==> src/rtl/tl_pkg.sv <==
// Shared constants and types for the tape loader.
// Assumes 8-bit tape frames and a 12-bit word machine.
package tl_pkg;
    localparam int BYTE_W  = 8;
    localparam int WORD_W  = 12;
    localparam int FLD_W   = 3;
    localparam int ADDR_W  = FLD_W + WORD_W;
    localparam int HALF_W  = WORD_W / 2;
    localparam logic [BYTE_W-1:0] CODE_BLANK = 8'o200;
    localparam logic [BYTE_W-1:0] CODE_STOP  = 8'o232;

    typedef enum logic [1:0] {
        ST_LEAD = 2'd0,  // skipping blank leader
        ST_SEG  = 2'd1,  // expecting the first byte of a frame
        ST_LOW  = 2'd2,  // high byte held, expecting the low byte
        ST_FIN  = 2'd3   // load over, nothing more accepted
    } tl_state_t;
endpackage

==> src/rtl/tl_classify.sv <==
// Pure decode of one tape byte into frame kinds.
// Assumes the byte is stable while it is presented.
module tl_classify
    import tl_pkg::*;
(
    input  logic [BYTE_W-1:0] byte_in,
    output logic              is_blank,
    output logic              is_stop,
    output logic              is_field,
    output logic [FLD_W-1:0]  fld_val,
    output logic              lo_ok,
    output logic              org_bit
);
    // Classify the byte by its code and top bits.
    always_comb begin
        is_blank = (byte_in == CODE_BLANK);
        is_stop  = (byte_in == CODE_STOP);
        is_field = (byte_in[BYTE_W-1:BYTE_W-2] == 2'b11);
        fld_val  = byte_in[HALF_W-1:HALF_W-FLD_W];
        lo_ok    = (byte_in[BYTE_W-1:HALF_W] == '0);
        org_bit  = byte_in[HALF_W];
    end
endmodule

==> src/rtl/tl_cksum.sv <==
// Running modulo-4096 sum of tape bytes, compared against a word.
// Assumes at most one addition per cycle.
module tl_cksum
    import tl_pkg::*;
(
    input  logic              clk,
    input  logic              rst_n,
    input  logic              add_en,
    input  logic [WORD_W-1:0] add_val,
    input  logic [WORD_W-1:0] ref_word,
    output logic              diff_nz
);
    logic [WORD_W-1:0] sum_q;

    // Accumulate the byte sum.
    always_ff @(posedge clk) begin
        if (!rst_n)      sum_q <= '0;
        else if (add_en) sum_q <= sum_q + add_val;
    end

    // Nonzero difference between the sum and the reference word.
    always_comb diff_nz = ((sum_q - ref_word) != '0);
endmodule

==> src/rtl/tl_locctr.sv <==
// Field register and 12-bit location counter forming the write address.
// Assumes load and increment never coincide.
module tl_locctr
    import tl_pkg::*;
(
    input  logic              clk,
    input  logic              rst_n,
    input  logic              load_en,
    input  logic [WORD_W-1:0] load_val,
    input  logic              inc_en,
    input  logic              fld_en,
    input  logic [FLD_W-1:0]  fld_in,
    output logic [ADDR_W-1:0] addr,
    output logic              loc_set
);
    logic [WORD_W-1:0] loc_q;
    logic [FLD_W-1:0]  fld_q;

    // Location: loaded by origins, stepped by commits, wraps at 4096.
    always_ff @(posedge clk) begin
        if (!rst_n) begin
            loc_q   <= '0;
            loc_set <= 1'b0;
        end else if (load_en) begin
            loc_q   <= load_val;
            loc_set <= 1'b1;
        end else if (inc_en) begin
            loc_q   <= loc_q + 1'b1;
        end
    end

    // Field register set by field frames.
    always_ff @(posedge clk) begin
        if (!rst_n)      fld_q <= '0;
        else if (fld_en) fld_q <= fld_in;
    end

    always_comb addr = {fld_q, loc_q};
endmodule

==> src/rtl/tape_loader.sv <==
// Tape loader top: frames the byte stream, holds each data word one frame,
// commits it to memory, and checks the checksum at the trailer.
// Assumes one tape segment per reset; stream_end is a single-cycle pulse.
module tape_loader
    import tl_pkg::*;
(
    input  logic              clk,
    input  logic              rst_n,
    input  logic              in_valid,
    input  logic [7:0]        in_data,
    output logic              in_ready,
    input  logic              stream_end,
    output logic              wr_en,
    output logic [14:0]       wr_addr,
    output logic [11:0]       wr_data,
    output logic              done,
    output logic              sum_err,
    output logic              fmt_err,
    output logic              no_cksum
);
    tl_state_t         state_q, state_d;
    logic [BYTE_W-1:0] hi_q;
    logic [WORD_W-1:0] pend_q, pend_add_q;
    logic              pend_v_q, bin_q;

    logic is_blank, is_stop, is_field, lo_ok, org_bit;
    logic [FLD_W-1:0]  fld_val;
    logic [ADDR_W-1:0] cur_addr;
    logic              loc_set, diff_nz;

    logic acc, start, commit, trl, last_wr, word_ok, org_fr, dat_fr;
    logic low_bad, noloc_err, end_err, stop_hit, fin_now;
    logic [WORD_W-1:0] word_val, pair_sum, add_val;

    tl_classify u_cls (
        .byte_in(in_data), .is_blank(is_blank), .is_stop(is_stop),
        .is_field(is_field), .fld_val(fld_val), .lo_ok(lo_ok), .org_bit(org_bit)
    );

    // Frame-level decode of the accepted byte against the current state.
    always_comb begin
        acc       = in_valid && in_ready;
        start     = acc && !is_blank &&
                    ((state_q == ST_SEG) || (state_q == ST_LEAD && !is_stop));
        stop_hit  = acc && (state_q == ST_LEAD) && is_stop;
        trl       = acc && (state_q == ST_SEG) && is_blank;
        commit    = start && pend_v_q;
        last_wr   = trl && !bin_q && pend_v_q;
        word_ok   = acc && (state_q == ST_LOW) && lo_ok;
        low_bad   = acc && (state_q == ST_LOW) && !lo_ok;
        org_fr    = word_ok && hi_q[HALF_W];
        dat_fr    = word_ok && !hi_q[HALF_W] && loc_set;
        noloc_err = word_ok && !hi_q[HALF_W] && !loc_set;
        end_err   = stream_end && (state_q != ST_FIN);
        fin_now   = trl || stop_hit || low_bad || noloc_err || end_err;
        word_val  = {hi_q[HALF_W-1:0], in_data[HALF_W-1:0]};
        pair_sum  = {{(WORD_W-BYTE_W){1'b0}}, hi_q} +
                    {{(WORD_W-BYTE_W){1'b0}}, in_data};
        add_val   = commit ? pend_add_q : pair_sum;
    end

    tl_cksum u_sum (
        .clk(clk), .rst_n(rst_n), .add_en(commit || org_fr),
        .add_val(add_val), .ref_word(pend_q), .diff_nz(diff_nz)
    );

    tl_locctr u_loc (
        .clk(clk), .rst_n(rst_n), .load_en(org_fr), .load_val(word_val),
        .inc_en(commit), .fld_en(start && is_field), .fld_in(fld_val),
        .addr(cur_addr), .loc_set(loc_set)
    );

    // Next-state selection for the framing machine.
    always_comb begin
        state_d = state_q;
        if (fin_now)                       state_d = ST_FIN;
        else if (start && !is_field)       state_d = ST_LOW;
        else if (start)                    state_d = ST_SEG;
        else if (word_ok)                  state_d = ST_SEG;
    end

    // Framing state, held high byte, pending word and format mode.
    always_ff @(posedge clk) begin
        if (!rst_n) begin
            state_q    <= ST_LEAD;
            hi_q       <= '0;
            pend_q     <= '0;
            pend_add_q <= '0;
            pend_v_q   <= 1'b0;
            bin_q      <= 1'b0;
        end else begin
            state_q <= state_d;
            if (start && !is_field) hi_q <= in_data;
            if (commit) pend_v_q <= 1'b0;
            if (dat_fr) begin
                pend_q     <= word_val;
                pend_add_q <= pair_sum;
                pend_v_q   <= 1'b1;
            end
            if ((start && is_field) || (commit && !org_bit)) bin_q <= 1'b1;
        end
    end

    // Registered write port, done pulse and sticky status flags.
    always_ff @(posedge clk) begin
        if (!rst_n) begin
            wr_en    <= 1'b0;
            wr_addr  <= '0;
            wr_data  <= '0;
            done     <= 1'b0;
            sum_err  <= 1'b0;
            fmt_err  <= 1'b0;
            no_cksum <= 1'b0;
        end else begin
            wr_en <= commit || last_wr;
            if (commit || last_wr) begin
                wr_addr <= cur_addr;
                wr_data <= pend_q;
            end
            done <= fin_now;
            if (trl && bin_q && diff_nz)            sum_err  <= 1'b1;
            if (trl && !bin_q)                      no_cksum <= 1'b1;
            if (low_bad || noloc_err || end_err)    fmt_err  <= 1'b1;
        end
    end

    always_comb in_ready = (state_q != ST_FIN);
endmodule

==> config.mk <==
export PLATFORM = sky130hd
export DESIGN_NAME = tape_loader
export DESIGN_NICKNAME = d
export VERILOG_FILES = /design/src/rtl/tl_pkg.sv /design/src/rtl/tl_classify.sv /design/src/rtl/tl_cksum.sv /design/src/rtl/tl_locctr.sv /design/src/rtl/tape_loader.sv
export SDC_FILE = /design/constraint.sdc
export NUM_CORES = 1
export LEC_CHECK = 0
export ABC_AREA = 1
export ABC_CLOCK_PERIOD_IN_PS = 3200
export BUFFER_PORTS_ARGS = -buffer_cell sky130_fd_sc_hd__buf_2
export CAP_MARGIN = 10
export CELL_PAD_IN_SITES_DETAIL_PLACEMENT = 0
export CELL_PAD_IN_SITES_GLOBAL_PLACEMENT = 1
export CORE_MARGIN = 2
export CORE_UTILIZATION = 39
export CTS_CLUSTER_DIAMETER = 120
export DETAILED_ROUTE_END_ITERATION = 10
export GPL_TIMING_DRIVEN = 0
export PLACE_DENSITY = 0.81
export SLEW_MARGIN = 40
export SYNTH_ARGS = -nofsm -noshare
export SYNTH_HDL_FRONTEND = slang
export SYNTH_SLANG_ARGS = --single-unit
==> constraint.sdc <==
create_clock -name clk -period 3.2 [get_ports clk]
set_input_delay 0.8 -clock clk [delete_from_list [all_inputs] [get_ports clk]]
set_output_delay 0.8 -clock clk [all_outputs]
set_load 0.005 [all_outputs]
==> out/results.txt <==
Inserted Diodes -> 0
Syn. warnings -> 0
Vias in the first global route -> 4540
DRC errors left -> 0
Setup Crit Path Kind -> in2reg
Post-synth EDFFs -> 0
Clk_skew -> 0.009418 ns
Peak VDD IR -> 0.2788 mV
Worst hold path class -> reg2reg
Rel. slew slack -> 0.5696
Clock Path Buffers -> 2
Core area -> 12720 µm²
Setup TNS -> 0 ns
R2r setup slk -> 0.32 ns
Finished Cell Area -> 6150 µm²
Leakage power -> 2.928 nW
CTS root buf -> clkbuf_16
Finished Layout Cells -> 979
Startpoint Class -> primary input
WL met1 -> 7058 µm
Achievable frequency -> 326.6 MHz
Post-DR vias/cell -> 5.023
TritonCTS clock tree -> built
Arrival time worst endpoint -> 3.34 ns
WP data required -> 3.48 ns
Worst Path Max Fanout -> 5
DRT iter0 DRCs -> 322
Mapped Nets -> 778
Period utilisation layout -> 0.9568
Tmin final -> 3.062 ns
Gr usage total -> 0.2068
Number of routed nets with antenna violations -> 0
Total grt overflow -> 0
HP Start -> u_loc.fld_q[0]
Syn Area/Cell -> 6.962 µm²
CP endpoint kind -> flip-flop
Slew Limit Fails -> 0
Via count -> 4918
Count of mapped cells out of synthesis -> 735
RR Endpoint -> u_sum.sum_q[11]
Outcome -> complete, no violations
PortBufs -> 44
Site Rows -> 41
Initial core utilization -> 0.4022
DRT Pass-1 Iters -> 5
Met2 Routed Length -> 6295 µm
Placed Area -> 5553 µm²
Power per standard cell area -> 438.4 nW/µm²
Drt total wl -> 14290 µm
WHS Endpoint -> u_loc.fld_q[0]
Global-route wire length before repair -> 23090 µm
Sequential fraction of the synthesis area -> 0.3638
Yosys cell types -> 36
Reg area -> 1862 µm²
Met3 wire length -> 849 µm
Highest routed layer -> met4
Worst R2R Start -> hi_q[0]
Flops & latches, synth -> 93
Slew @ Worst Pin -> 0.6456 ns
Asr flop ratio synth -> 0
Clk slew on worst S/H paths -> 0.07 ns
Max-cap viol count -> 0
Dpl hpwl -> 10810 µm
CP Launch Point -> in_data[0]
Final Hold Fails -> 0
Clk_lat worst skew -> 0.35 ns
Fillers -> 1319
WHS Path Cells -> 2
Hold-fix buffers, CTS -> 0
RSZ-0062 raised after global routing -> true
Area occupied by multi-input gates -> 2933 µm²
CTS H-tree depth -> 3
Routability cong. -> 0.8898
Worst r2r path cells -> 16
Avg WL per Cell -> 14.60 µm
Die width -> 118.6 µm
Share of cells above drive strength 1 -> 0.1660
Placed Instances -> 951
Final Setup Violations -> 0
Ports -> 45
Post-layout nets -> 845
Area delta synth->final -> 20.17%
Synthesized cell area -> 5117 µm²
Antenna violations before repair -> 1
Largest net degree at the start of global routing -> 18
CTS Buf Count -> 9
Most used DFF post-synth -> dfxtp_1
CTS Sinks -> 93
Die Y -> 118.6 µm
Die area -> 14050 µm²
worst max path at each step:
| stage | to |
|---|---|
| 3_5_place_dp | u_sum.sum_q[8] |
| 3_3_place_gp | u_sum.sum_q[8] |
| 4_1_cts | u_sum.sum_q[8] |
| 6_report | u_sum.sum_q[11] |
| 5_1_grt | u_sum.sum_q[10] |
| 2_1_floorplan | u_sum.sum_q[11] |
routing by layer:
layer  global-route usage  vias up
met1               0.3053     2258
met5                    0        -
li1                     -     2532
met4              0.03497        0
met2               0.3132      122
met3              0.04295        6
synthesized netlist by cell type, types with 2 or more instances:
cell type	n	area, µm²
nand2_1	146	548.0
nor2_1	97	364.1
dfxtp_1	93	1862
inv_1	88	330.3
o21ai_0	77	385.4
a21oi_1	62	310.3
nand3_1	37	185.2
ha_1	29	362.9
xor2_1	18	157.7
clkbuf_1	11	41.29
buf_2	9	45.04
xnor2_1	9	78.83
a31oi_1	8	50.05
nor3_1	6	30.03
nand4_1	5	31.28
or2_2	5	31.28
a22oi_1	4	30.03
inv_2	4	15.01
buf_4	3	22.52
o21bai_1	3	22.52
buf_6	2	22.52
fa_1	2	40.04
nor3_2	2	20.02
o21a_1	2	15.01
o21ai_1	2	10.01
layout make-up:
class,count,area share
buffer,25,0.02299
clock buffer,9,0.03662
clock inverter,7,0.01709
inverter,93,0.05717
multi-input combinational,524,0.4769
sequential,93,0.3027
tap,172,0.03499
timing repair buffer,56,0.05148
flip-flops by register name, summed over array words and instances (netlist names), 2 cells and up:
name         count
wr_addr         15
pend_q          12
u_loc.loc_q     12
u_sum.sum_q     12
wr_data         12
pend_add_q       9
hi_q             8
u_loc.fld_q      3
state_q          2
stage by stage:
step | power (mW) | utilization | setup WS, ns | hold WS (ns)
after floorplan | 1.401 | - | 0.005033 | 0.4235
after global placement | 1.479 | 0.4365 | -0.7782 | 0.4349
after detailed placement | 1.482 | 0.4365 | -0.8723 | 0.4415
after CTS | 2.682 | 0.4735 | 0.0002891 | 0.4533
after global routing | 2.801 | 0.4834 | -0.05629 | 0.4806
final | 2.696 | 0.4834 | 0.1382 | 0.4512
kinds of logic after synthesis:
| group | synth area share |
|---|---|
| buf+inv | 0.09438 |
| flops | 0.3638 |
| simple gates | 0.2504 |
| fa+ha+maj | 0.07873 |
| xor+xnor | 0.04621 |
| compound gates | 0.1665 |
critical path: stages:
cell      delay [ns]
buf_6           0.12
ha_4            0.16
fa_2            0.36
nand3_2         0.08
nand3_2         0.08
a21oi_2         0.15
o21bai_2        0.08
xnor2_1         0.20
o21ai_1         0.11
ha_1            0.35
nand2_1         0.11
nor2_2          0.16
nand3_1         0.09
o211ai_1        0.15
xor2_1          0.17
nand2_1         0.08
a21oi_2         0.10
power by group:
group / switching [mW] / leakage, nW / total, mW / internal, mW
clock network: 0.488 / 0.159 / 1.19 / 0.697
logic: 0.197 / 2.02 / 0.320 / 0.124
registers: 0.0161 / 0.752 / 1.19 / 1.17
cells in the final DEF, fill, tap and decap left out, types with 7 or more instances in the layout:
cell type and instances:
a21oi_1 55, a21oi_2 7, a31oi_1 7, buf_2 51, buf_4 14, clkbuf_1 10
clkbuf_16 9, dfxtp_1 93, ha_1 25, inv_1 86, nand2_1 143, nand3_1 35
nor2_1 92, o21ai_0 67, o21ai_1 9, xnor2_1 9, xor2_1 18
what timing repair did:
action,in CTS,in global routing
pin swaps,12,13
resized for setup,24,25
setup endpoints to repair,8,7
setup buffers,7,5
No activity file was read; power rests on OpenSTA's default activity.
